==> src/rtl/sdram_dec_pkg.sv <==
package sdram_dec_pkg;
  typedef enum logic [2:0] {
    CMD_NOP = 3'd0,
    CMD_ACT = 3'd1,
    CMD_RD  = 3'd2,
    CMD_WR  = 3'd3,
    CMD_PRE = 3'd4,
    CMD_REF = 3'd5,
    CMD_MRS = 3'd6
  } sdram_cmd_e;
endpackage

==> src/rtl/sdram_cmd_decode.sv <==
module sdram_cmd_decode
  import sdram_dec_pkg::*;
(
  input  logic       cs_n_i,
  input  logic       ras_n_i,
  input  logic       cas_n_i,
  input  logic       we_n_i,
  output sdram_cmd_e cmd_o
);
  always_comb begin
    cmd_o = CMD_NOP;
    if (!cs_n_i) begin
      unique case ({ras_n_i, cas_n_i, we_n_i})
        3'b000:  cmd_o = CMD_MRS;
        3'b001:  cmd_o = CMD_REF;
        3'b010:  cmd_o = CMD_PRE;
        3'b011:  cmd_o = CMD_ACT;
        3'b100:  cmd_o = CMD_WR;
        3'b101:  cmd_o = CMD_RD;
        default: cmd_o = CMD_NOP; // burst stop and nop
      endcase
    end
  end
endmodule

==> src/rtl/sdram_bank_tracker.sv <==
module sdram_bank_tracker
  import sdram_dec_pkg::*;
#(
  parameter  int BANK_W = 2,
  localparam int NB     = 1 << BANK_W
) (
  input  logic              clk_i,
  input  logic              rst_ni,
  input  sdram_cmd_e        cmd_i,
  input  logic [BANK_W-1:0] ba_i,
  input  logic              ap_i,
  output logic [NB-1:0]     bank_active_o,
  output logic              access_ok_o,
  output logic              illegal_o
);
  logic [NB-1:0] open_q, close_q, open_d, close_d, eff;
  logic          is_access;

  // banks with a pending auto-close count as idle this edge
  assign eff       = open_q & ~close_q;
  assign is_access = (cmd_i == CMD_RD) || (cmd_i == CMD_WR);
  assign access_ok_o = is_access && eff[ba_i];
  assign illegal_o   = is_access && !eff[ba_i];

  for (genvar b = 0; b < NB; b++) begin : g_bank
    logic sel, od, cd;
    assign sel = (ba_i == BANK_W'(b));
    always_comb begin
      od = eff[b];
      cd = 1'b0;
      unique case (cmd_i)
        CMD_ACT: if (sel) od = 1'b1;
        CMD_PRE: if (sel || ap_i) od = 1'b0;
        CMD_RD, CMD_WR: if (sel && eff[b] && ap_i) cd = 1'b1;
        default: ;
      endcase
    end
    assign open_d[b]  = od;
    assign close_d[b] = cd;
  end

  always_ff @(posedge clk_i or negedge rst_ni) begin
    if (!rst_ni) begin
      open_q  <= '0;
      close_q <= '0;
    end else begin
      open_q  <= open_d;
      close_q <= close_d;
    end
  end

  assign bank_active_o = open_q;


  pre_all_closes_chk: assert property (@(posedge clk_i) disable iff (!rst_ni)
    (cmd_i == CMD_PRE && ap_i) |=> (open_q == '0));


  ap_pending_idle_chk: assert property (@(posedge clk_i) disable iff (!rst_ni)
    (close_q != '0) |-> ((open_q & close_q) == close_q));
endmodule

==> src/rtl/sdram_addr_capture.sv <==
module sdram_addr_capture
  import sdram_dec_pkg::*;
#(
  parameter int ADDR_W = 13,
  parameter int COL_W  = 9,
  parameter int BANK_W = 2
) (
  input  logic              clk_i,
  input  logic              rst_ni,
  input  sdram_cmd_e        cmd_i,
  input  logic              access_ok_i,
  input  logic              illegal_i,
  input  logic [BANK_W-1:0] ba_i,
  input  logic [ADDR_W-1:0] addr_i,
  output logic [BANK_W-1:0] bank_o,
  output logic [ADDR_W-1:0] row_o,
  output logic [COL_W-1:0]  col_o,
  output logic [ADDR_W-1:0] mode_o
);
  logic bank_en;
  assign bank_en = (cmd_i == CMD_ACT) || (cmd_i == CMD_PRE) || access_ok_i || illegal_i;

  always_ff @(posedge clk_i or negedge rst_ni) begin
    if (!rst_ni) begin
      bank_o <= '0;
      row_o  <= '0;
      col_o  <= '0;
      mode_o <= '0;
    end else begin
      if (bank_en)            bank_o <= ba_i;
      if (cmd_i == CMD_ACT)   row_o  <= addr_i;
      if (access_ok_i)        col_o  <= addr_i[COL_W-1:0];
      if (cmd_i == CMD_MRS)   mode_o <= addr_i;
    end
  end
endmodule

==> src/rtl/sdram_cmd_tracker.sv <==
module sdram_cmd_tracker
  import sdram_dec_pkg::*;
#(
  parameter  int ADDR_W = 13,
  parameter  int COL_W  = 9,
  parameter  int BANK_W = 2,
  parameter  int AP_BIT = 10,
  localparam int NB     = 1 << BANK_W
) (
  input  logic              clk_i,
  input  logic              rst_ni,
  input  logic              cs_n_i,
  input  logic              ras_n_i,
  input  logic              cas_n_i,
  input  logic              we_n_i,
  input  logic [BANK_W-1:0] ba_i,
  input  logic [ADDR_W-1:0] addr_i,
  output logic              act_o,
  output logic              rd_o,
  output logic              wr_o,
  output logic              pre_o,
  output logic              ref_o,
  output logic              mrs_o,
  output logic              illegal_o,
  output logic              auto_pre_o,
  output logic              pre_all_o,
  output logic [BANK_W-1:0] bank_o,
  output logic [ADDR_W-1:0] row_o,
  output logic [COL_W-1:0]  col_o,
  output logic [ADDR_W-1:0] mode_o,
  output logic [NB-1:0]     bank_active_o,
  output logic              all_idle_o
);
  sdram_cmd_e cmd;
  logic       access_ok, illegal, ap_bit;

  assign ap_bit = addr_i[AP_BIT];

  sdram_cmd_decode u_decode (
    .cs_n_i (cs_n_i),
    .ras_n_i(ras_n_i),
    .cas_n_i(cas_n_i),
    .we_n_i (we_n_i),
    .cmd_o  (cmd)
  );

  sdram_bank_tracker #(.BANK_W(BANK_W)) u_banks (
    .clk_i        (clk_i),
    .rst_ni       (rst_ni),
    .cmd_i        (cmd),
    .ba_i         (ba_i),
    .ap_i         (ap_bit),
    .bank_active_o(bank_active_o),
    .access_ok_o  (access_ok),
    .illegal_o    (illegal)
  );

  sdram_addr_capture #(.ADDR_W(ADDR_W), .COL_W(COL_W), .BANK_W(BANK_W)) u_capture (
    .clk_i      (clk_i),
    .rst_ni     (rst_ni),
    .cmd_i      (cmd),
    .access_ok_i(access_ok),
    .illegal_i  (illegal),
    .ba_i       (ba_i),
    .addr_i     (addr_i),
    .bank_o     (bank_o),
    .row_o      (row_o),
    .col_o      (col_o),
    .mode_o     (mode_o)
  );

  always_ff @(posedge clk_i or negedge rst_ni) begin
    if (!rst_ni) begin
      act_o      <= 1'b0;
      rd_o       <= 1'b0;
      wr_o       <= 1'b0;
      pre_o      <= 1'b0;
      ref_o      <= 1'b0;
      mrs_o      <= 1'b0;
      illegal_o  <= 1'b0;
      auto_pre_o <= 1'b0;
      pre_all_o  <= 1'b0;
    end else begin
      act_o      <= (cmd == CMD_ACT);
      rd_o       <= (cmd == CMD_RD) && access_ok;
      wr_o       <= (cmd == CMD_WR) && access_ok;
      pre_o      <= (cmd == CMD_PRE);
      ref_o      <= (cmd == CMD_REF);
      mrs_o      <= (cmd == CMD_MRS);
      illegal_o  <= illegal;
      auto_pre_o <= access_ok && ap_bit;
      pre_all_o  <= (cmd == CMD_PRE) && ap_bit;
    end
  end

  assign all_idle_o = (bank_active_o == '0);


  one_strobe_chk: assert property (@(posedge clk_i) disable iff (!rst_ni)
    $onehot0({act_o, rd_o, wr_o, pre_o, ref_o, mrs_o, illegal_o}));


  idle_flag_chk: assert property (@(posedge clk_i) disable iff (!rst_ni)
    all_idle_o == ($countones(bank_active_o) == 0));


  act_opens_chk: assert property (@(posedge clk_i) disable iff (!rst_ni)
    act_o |-> bank_active_o[bank_o]);


  access_open_chk: assert property (@(posedge clk_i) disable iff (!rst_ni)
    (rd_o || wr_o) |-> bank_active_o[bank_o]);


  illegal_idle_chk: assert property (@(posedge clk_i) disable iff (!rst_ni)
    illegal_o |-> !bank_active_o[bank_o]);


  pre_all_idle_chk: assert property (@(posedge clk_i) disable iff (!rst_ni)
    pre_all_o |-> (pre_o && all_idle_o));


  auto_close_chk: assert property (@(posedge clk_i) disable iff (!rst_ni)
    auto_pre_o |=> (!bank_active_o[$past(bank_o)] || (act_o && bank_o == $past(bank_o))));


  mode_load_chk: assert property (@(posedge clk_i) disable iff (!rst_ni)
    mrs_o |=> $stable(mode_o) || mrs_o);
endmodule

==> config.mk <==
export PLATFORM = sky130hd
export DESIGN_NAME = sdram_cmd_tracker
export DESIGN_NICKNAME = d
export VERILOG_FILES = /design/src/rtl/sdram_dec_pkg.sv /design/src/rtl/sdram_cmd_decode.sv /design/src/rtl/sdram_bank_tracker.sv /design/src/rtl/sdram_addr_capture.sv /design/src/rtl/sdram_cmd_tracker.sv
export SDC_FILE = /design/constraint.sdc
export NUM_CORES = 1
export LEC_CHECK = 0
export BUFFER_PORTS_ARGS = -buffer_cell sky130_fd_sc_hd__buf_2
export CORE_AREA = 8 8 79 81
export DETAILED_ROUTE_END_ITERATION = 8
export DIE_AREA = 0 0 87 89
export PLACE_DENSITY = 0.75
export RECOVER_POWER = 25
export SYNTH_ARGS = -nofsm -noshare
export SYNTH_HDL_FRONTEND = slang
export SYNTH_SLANG_ARGS = --single-unit
==> constraint.sdc <==
create_clock -name clk_i -period 1.75 [get_ports clk_i]
set_input_delay 0.2625 -clock clk_i [delete_from_list [all_inputs] [get_ports clk_i]]
set_output_delay 0.2625 -clock clk_i [all_outputs]
set_load 0.02 [all_outputs]
---- Word-level counts from Yosys, hierarchy flattened ----
Cells that the tools add are included.
Widths: inputs -> output; s select.
storage, ports and cells
  output and inout bits ................... 51
  logic and storage cells ................. 83
  input bits .............................. 21
  bits in registers ....................... 54
cells by class
  bitwise logic cells ..................... 2
  multiplexer cells ....................... 24
  order comparisons ....................... 1
  equal/unequal tests ..................... 14
  reduce and logical (&&, ||, !) cells .... 27
operators with widths
  operator            number
  $pmux 3 s6          1
  $mux 1              17
  $eq 3x3->1 const B  5
  $logic_and 1x1->1   14
  $eq 3x2->1 const B  4
  $logic_or 1x1->1    8
  $pmux 1 s2          4
  $eq 3x1->1 const B  2
  $and 4x4->4         1
  $eq 2x2->1 const B  2
  $logic_not 4->1     1
  $not 4->4           1
  $logic_not 3->1     1
  $lt 2x3->1 const B  1
  $mux 3              1
  $bmux 1 s2          1
  $eq 2x1->1 const B  1
  $logic_not 2->1     1
  $reduce_or 2->1     1
  $logic_not 1->1     1

---- Logic depth before layout (Yosys ltp) ----
Gate-level depths: netlist of run 1.
  word-level depth ........................ 8
  depth in mapped cells ................... 4
  mapped depth without buffers ............ 3

---- Hierarchy ----
A second synthesis of run 1 with hierarchy kept.
second synthesis, totals
  cell total of the unflattened synthesis .. 152
  area, all modules ....................... 2225.9 um^2
modules (own cells, without submodules)
  module              times used  area each (um^2)  seq. area each (um^2)  cells an instance
  sdram_addr_capture  1           1421.4            925.9                  82
  sdram_bank_tracker  1           459.2             200.2                  47
  sdram_cmd_tracker   1           309.0             225.2                  18
  sdram_cmd_decode    1           36.3              0.0                    5

---- Worst setup path before layout of run 1 ----
OpenSTA, ideal clock, no wires.
  path type ............................... flip-flop to flip-flop
  start ................................... register u_banks.open_q[1], in the netlist u_banks.bank_active_o[1]
  end ..................................... register u_capture.col_o[0]
  period minus slack after synthesis ...... 1.812 ns
  path buffers ............................ 1
  cell stages (with the launch flop) ...... 5
  data arrival time ....................... 1.687 ns
  required time ........................... 1.625 ns
  path slack .............................. -0.062 ns
  library setup time ...................... 0.125 ns
  path through ............................ dfrtp_1 > or4bb_1 > a41o_1 > buf_6 > mux2_4
between the ends
  cells in the longest elaborated chain, start to end .. 4
ends and longest elaborated chain
  item                          line                      text
  start: declaration            sdram_bank_tracker.sv:16  logic [NB-1:0] open_q, close_q, open_d, close_d, eff;
  start signal: assignment      sdram_bank_tracker.sv:47  open_q <= open_d;
  $and 4x4->4                   sdram_bank_tracker.sv:20  assign eff = open_q & ~close_q;
  $bmux 1 s2                    sdram_bank_tracker.sv:22  assign access_ok_o = is_access && eff[ba_i];
  $mux 1 (implied by the code)  sdram_bank_tracker.sv:22
  $logic_and 1x1->1             sdram_bank_tracker.sv:22
  end signal: assignment        sdram_addr_capture.sv:32  if (access_ok_i) col_o <= addr_i[COL_W-1:0];
  end: declaration              sdram_addr_capture.sv:17  output logic [COL_W-1:0] col_o,
Every way passes these cells. The select of a mux whose other input is x is not followed.
A chain may end at the register's enable or synchronous reset.

---- Worst setup path in the final report of run 1 ----
  start ................................... register u_banks.close_q[1]
  end ..................................... register u_capture.col_o[0]
between the ends
  cells in the longest elaborated chain, start to end .. 5
ends and longest elaborated chain
  item                          line                      text
  start: declaration            sdram_bank_tracker.sv:16
  start signal: assignment      sdram_bank_tracker.sv:48  close_q <= close_d;
  $not 4->4                     sdram_bank_tracker.sv:20
  $and 4x4->4                   sdram_bank_tracker.sv:20
  $bmux 1 s2                    sdram_bank_tracker.sv:22
  $mux 1 (implied by the code)  sdram_bank_tracker.sv:22
  $logic_and 1x1->1             sdram_bank_tracker.sv:22
Every way passes these cells. The select of a mux whose other input is x is not followed.

==> results.ini, run 1 <==
[sta]
worst-slew-pin-transition_ps=728.4
final_min_period_over_clock_period=0.9998
remaining_max_slew_budget_at_the_tightest_pin=0.5144
maxSlewViolCount=0
setup-tns-final_ps=0
post-route-min-period_ps=1750
holdWs_ps=197.3
maxClockFrequency_ghz=0.5715
report.final.setup_viol=0
final.setup_skew_ps=10.54
hold_viol=0
grt_setup_unrepaired=yes

[clock_network]
clockRootBuffer=clkbuf_8
htree_num_levels=2
tritoncts=built
latest_clock_arrival_within_the_worst_skew_pair_ps=300
clk_path_buf_depth=2
numCtsBuffers=5
tritoncts_num_sinks=54
path_clk_slew_ps=100

[global_route]
via_count_of_the_first_global_routing_pass=1549
first_pass_grt_wire_length_um=7941
grt_util_overall=0.1318
antenna_violations_before_repair=0
maximum_number_of_pins_on_one_net_before_global_route_repair=55
globalRouteOverflowTotal=0

[power]
powerDensity_nw_per_um2=1307
cellLeakagePower_uw=0.001424
worst_ir_drop_vdd_uv=644.4

[job]
max-cap-violations=0

[drt]
num_vias=1429
drtIter0Drc=39
drt-pass1-iter-count=4
totalWireLength_um=4868
wire_per_inst_um=16.28
dr_vias_cell=4.779
drc=0
final_antenna_net_count=0

[die]
die_height_um=89
design.die.area_um2=7743
placement_row_count=26
placeableCoreArea_um2=4977
die_w_um=87
design.portCount=72
effective_utilization_at_floorplan=0.4248

[placement]
gpl.final_weighted_congestion=0.8411
buffer_ports.inserted=71
dp_hpwl_um=3681
dp_cells=289

[logic_synthesis]
post_synth_num_cell_types=28
compound_gate_portion_of_the_synthesized_area=0.03314
synth_fp_nets=157
post_synth_and_or_nand_nor_area_fraction=0.09112
syn_area_um2=2115
synth_cells=136
yosysSeqAreaShare=0.6391
synth_xor_xnor_area_share=0.004142
yosysWarningCount=0
synth_adder_area_share=0
synth_seq_cells=54
synthMuxAreaShare=0.2130
synth_top_family_by_area=multiplexers
post_synth.cell_area_avg_um2=15.55

[finish]
fill_cells=413
finalCoreUtilization=0.5709
layout-drive-gt1-share=0.5939
count_of_antenna_diodes_in_the_layout=0
seq_area_um2=1355
layout.nets=249
final_cells=299
multi_input_comb_area_um2=739.5
syn2layout_area_growth_pct=34.38
layout.cells.most_common_list=buf_2, dfrtp_1, mux2_2
mostFrequentLayoutCell=buf_2

[hold_path]
worst_min_path_class=in2reg

[critical_path]
worstSetupEndpointType=flop
crit_required_ps=1940
cp_max_fo=10
setup.worst_path.start_class=flop
worst_ep_arrival_time_ps=1940
cp_cell_sequence=or4bb_1, a41o_1, buf_12, mux2_4
path_class=reg2reg
maximum_single_stage_delay_on_the_critical_path_ps=500
slowest_stage=or4bb_1

[outcome]
outcome=complete, no violations

## path summary, 6_finish.rpt
check,cells past startpoint,startpoint,slack (ps),endpoint
max,4,u_banks.close_q[1]$_DFF_PN0_,0.3,u_capture.col_o[0]$_DFFE_PN0P_
min,2,addr_i[12],200,u_capture.mode_o[12]$_DFFE_PN0P_
max reg2reg,4,u_banks.close_q[1]$_DFF_PN0_,0.3,u_capture.col_o[0]$_DFFE_PN0P_
min reg2reg,1,u_capture.mode_o[12]$_DFFE_PN0P_,490,u_capture.mode_o[12]$_DFFE_PN0P_
max in group asynchronous,3,rst_ni,570,u_banks.bank_active_o[2]$_DFF_PN0_
min in group asynchronous,3,rst_ni,660,u_banks.bank_active_o[3]$_DFF_PN0_
## cells by family after synthesis
| kind of cell | count (synthesis) |
|---|---|
| flops | 54 |
| mux | 37 |
| simple gates | 27 |
| compound gates | 9 |
| buf+inv | 8 |
| xor+xnor | 1 |
## synth_stat cells, drive strengths merged
master | count | share of area
and2b | 1 | 0.0036
nand2 | 1 | 0.0018
dfrtp | 54 | 0.64
inv | 4 | 0.0071
mux2 | 37 | 0.21
nand4b | 1 | 0.0041
nor4b | 2 | 0.011
a32o | 4 | 0.019
nor4 | 2 | 0.0089
nor3b | 1 | 0.0036
and2 | 2 | 0.0059
or4bb | 2 | 0.011
and3 | 1 | 0.0030
a41o | 1 | 0.0047
or4b | 1 | 0.0065
nand4 | 1 | 0.0030
xnor2 | 1 | 0.0041
or3b | 1 | 0.0041
o21ai | 4 | 0.0095
buf | 4 | 0.012
nor2 | 8 | 0.014
nor4bb | 1 | 0.0047
nor2b | 2 | 0.0059
## sequential cells by signal, summed over array words and instances, names as in the netlist
register / count
u_capture.row_o: 13
u_banks.bank_active_o: 4
mrs_o: 1
u_capture.col_o: 9
pre_o: 1
rd_o: 1
wr_o: 1
auto_pre_o: 1
illegal_o: 1
u_capture.bank_o: 2
act_o: 1
u_banks.close_q: 4
ref_o: 1
u_capture.mode_o: 13
pre_all_o: 1
## critical path, delay by kind of cell (launching register included)
family,cells,cell delay (ps)
AOI/OAI and AO/OA,1,290
buffers and inverters,1,160
DFF,1,390
muxes,1,290
and+or+nand+nor,1,500
## per-stage QoR
stage / total power [uW] / setup slack, ps / area (um2)
finish: 3715 / 0.2880 / 2841
global route: 3890 / -56.89 / 2841
CTS: 3777 / -0.8185 / 2856
detailed placement: 2770 / -32.34 / 2704
global placement: 2738 / -16.36 / 2704
floorplan: 2300 / 18.59 / 2118
## cell type report
cell class	count	area share
flip-flops and latches	54	0.4769
inverters	4	0.005284
clock buffers	6	0.02906
well taps	70	0.03082
clock inverters	2	0.02114
repair buffers	89	0.1766
multi-input cells	74	0.2602
## where the power goes
group          switching, uW  leakage (uW)  internal [uW]  total [uW]
logic                    603      0.000677            478        1080
registers                137      0.000676           1500        1640
clock network            385     0.0000714            610         995
## metal layers
metal	up-vias	wire length, um	share of wire	global-route usage
met4	0	48	0.0099	0.04225
met1	720	2001	0.41	0.1522
met5	-	0	0	0
met2	33	2527	0.52	0.2276
li1	671	-	-	-
met3	5	289	0.059	0.04136
## timing repair
action                                  CTS  global route
hold buffers                              1             0
resized for setup                         0             0
endpoints found under the setup margin    2             9
endpoints found under the hold margin    54             0
buffers inserted                          0             1
Note: power is estimated with default switching activity, not from simulation.
==> run 2: changes to the inputs <==
- CORE_AREA: 8 8 79 81 -> 8 8 87 89
- DIE_AREA: 0 0 87 89 -> 0 0 95 97
- PLACE_DENSITY: 0.75 -> 0.63
==> run 2 against run 1 <==
  * Cell count increased by 3.0%
  * Sequential share of layout area is 0.60 points lower
  * Critical endpoint is now u_capture.col_o[5]$_DFFE_PN0P_
  * Die area is 19% higher
  * The run now ends with setup timing left
==> results.ini, run 2 (synthesis gave the netlist of run 1 again) <==
[critical_path]
worst_ep_arrival_time_ps=1960  ; was 1940 ps
cp_max_fo=10  ; unchanged
path_class=reg2reg  ; unchanged
crit_required_ps=1940  ; about the same
worstSetupEndpointType=flop  ; unchanged
setup.worst_path.start_class=flop  ; unchanged

[clock_network]
numCtsBuffers=5  ; unchanged
htree_num_levels=2  ; unchanged
clockRootBuffer=clkbuf_8  ; unchanged
path_clk_slew_ps=100  ; about the same
clk_path_buf_depth=2  ; unchanged
postCtsResizedCells=0  ; unchanged
tritoncts=built  ; unchanged
latest_clock_arrival_within_the_worst_skew_pair_ps=310  ; was 300 ps
tritoncts_num_sinks=54  ; unchanged

[sta]
grt_setup_unrepaired=yes  ; unchanged
maxSlewViolCount=0  ; unchanged
maxClockFrequency_ghz=0.5644  ; was 0.5715 GHz
report.final.setup_viol=8  ; was 0
hold_viol=0  ; unchanged
remaining_max_slew_budget_at_the_tightest_pin=0.1679  ; was 0.5144
post-route-min-period_ps=1772  ; was 1750 ps
setup_ws_ps=-21.72  ; was 0.2880 ps
holdWs_ps=185.2  ; was 197.3 ps
final.setup_skew_ps=12.70  ; was 10.54 ps
final_min_period_over_clock_period=1.012  ; was 0.9998
worst-slew-pin-transition_ps=1248  ; was 728.4 ps

[die]
placement_row_count=29  ; was 26
placeableCoreArea_um2=6205  ; was 4977 um2
effective_utilization_at_floorplan=0.3408  ; was 0.4248
die_height_um=97  ; was 89 um
design.portCount=72  ; unchanged
die_w_um=95  ; was 87 um
design.die.area_um2=9215  ; was 7743 um2

[outcome]
outcome=finished with violations  ; was complete, no violations
violations=setup timing

[global_route]
antenna_violations_before_repair=0  ; unchanged
first_pass_grt_wire_length_um=8583  ; was 7941 um
via_count_of_the_first_global_routing_pass=1578  ; was 1549
maximum_number_of_pins_on_one_net_before_global_route_repair=22  ; was 55
globalRouteOverflowTotal=0  ; unchanged
grt_util_overall=0.1194  ; was 0.1318

[drt]
totalWireLength_um=5219  ; was 4868 um
drtIter0Drc=87  ; was 39
dr_vias_cell=4.756  ; was 4.779
drc=0  ; unchanged
num_vias=1465  ; was 1429
wire_per_inst_um=16.94  ; was 16.28 um
drt-pass1-iter-count=4  ; unchanged
final_antenna_net_count=0  ; unchanged

[finish]
fill_cells=576  ; was 413
layout-drive-gt1-share=0.5758  ; was 0.5939
layout.cells.most_common_list=buf_2, dfrtp_1, mux2_2  ; unchanged
mostFrequentLayoutCell=buf_2  ; unchanged
seq_area_um2=1355  ; unchanged
largestRegisters=u_capture.mode_o: 13 flops, u_capture.row_o: 13 flops, u_capture.col_o: 9 flops  ; unchanged
syn2layout_area_growth_pct=36.09  ; was 34.38%
count_of_antenna_diodes_in_the_layout=0  ; unchanged
layout.nets=251  ; was 249
multi_input_comb_area_um2=724.4  ; was 739.5 um2

[power]
p_sw_uw=1150  ; was 1125 uW
powerDensity_nw_per_um2=1302  ; was 1307 nW/um2
cell_internal_pwr_uw=2598  ; was 2590 uW
p_sw_frac=0.3067  ; was 0.3029
cellLeakagePower_uw=0.001430  ; was 0.001424 uW
worst_ir_drop_vdd_uv=514.5  ; was 644.4 uV
power_frac_comb=0.293  ; was 0.291
power.share.clock=0.270  ; was 0.268
seqPwrFrac=0.437  ; was 0.441

[placement]
gpl.final_weighted_congestion=0.8534  ; was 0.8411
dp_hpwl_um=3912  ; was 3681 um
buffer_ports.inserted=71  ; unchanged
dpl_worst_slack_ps=-47.21  ; was -32.34 ps

[hold_path]
worst_min_path_class=in2reg  ; unchanged

[job]
max-cap-violations=0  ; unchanged

-- run 2: area by class of cell --
class                           instances  share of cell area
Multi-Input combinational cell         74              0.2517
Clock inverter                          2             0.02087
Clock buffer                            6             0.02870
Sequential cell                        54              0.4709
Inverter                                4            0.005217
Tap cell                               77             0.03348
Timing Repair Buffer                   91              0.1891
-- run 2: layer usage --
layer | track usage | wire [um] | vias to the layer above
li1 | - | - | 673
met1 | 0.1416 | 2103 | 731
met2 | 0.1890 | 2625 | 51
met3 | 0.03941 | 374 | 10
met4 | 0.05529 | 116 | 0
met5 | 0 | 0 | -
-- run 2: final timing paths --
kind,from,end,depth (start not counted),slack (ps)
max in group asynchronous,rst_ni,act_o$_DFF_PN0_,2,270
hold / removal,we_n_i,wr_o$_DFF_PN0_,2,190
hold reg to reg,u_capture.mode_o[0]$_DFFE_PN0P_,u_capture.mode_o[0]$_DFFE_PN0P_,1,500
min in group asynchronous,rst_ni,wr_o$_DFF_PN0_,2,730
setup / recovery,u_banks.close_q[2]$_DFF_PN0_,u_capture.col_o[5]$_DFFE_PN0P_,4,-20
setup reg to reg,u_banks.close_q[2]$_DFF_PN0_,u_capture.col_o[5]$_DFFE_PN0P_,4,-20
-- run 2: power groups by stage --
| stage | clock, uW | combinational (uW) | sequential, uW |
|---|---|---|---|
| 2_1_floorplan | 0 | 326 | 1970 |
| 3_3_place_gp | 0 | 1100 | 1660 |
| 3_5_place_dp | 0 | 1120 | 1660 |
| 4_1_cts | 1040 | 1130 | 1640 |
| 5_1_grt | 1100 | 1170 | 1680 |
| 6_report | 1010 | 1100 | 1640 |
-- run 2: critical path: stages, from the launching register on --
cell	delay, ps
dfrtp_1	400
or4bb_1	510
a41o_1	290
buf_12	160
mux2_4	290
-- run 2: per-stage QoR --
step	area, um2	total power, uW	TNS [ps]	cells	utilization
floorplan	2118	2300	0	136	-
global placement	2745	2763	-257.9	297	0.4424
detailed placement	2745	2780	-399.7	297	0.4424
CTS	2898	3811	-48.47	306	0.4670
global route	2878	3948	-531.6	308	0.4638
finish	2878	3748	-71.63	308	0.4638
-- run 2: timing repair --
item / 4_1_cts / 5_1_grt
endpoints found under the setup margin: 9 / 9
gates cloned: 0 / 0
hold buffers: 1 / 0
pin swaps: 1 / 2
endpoints found under the hold margin: 18 / 0
setup buffers: 0 / 2
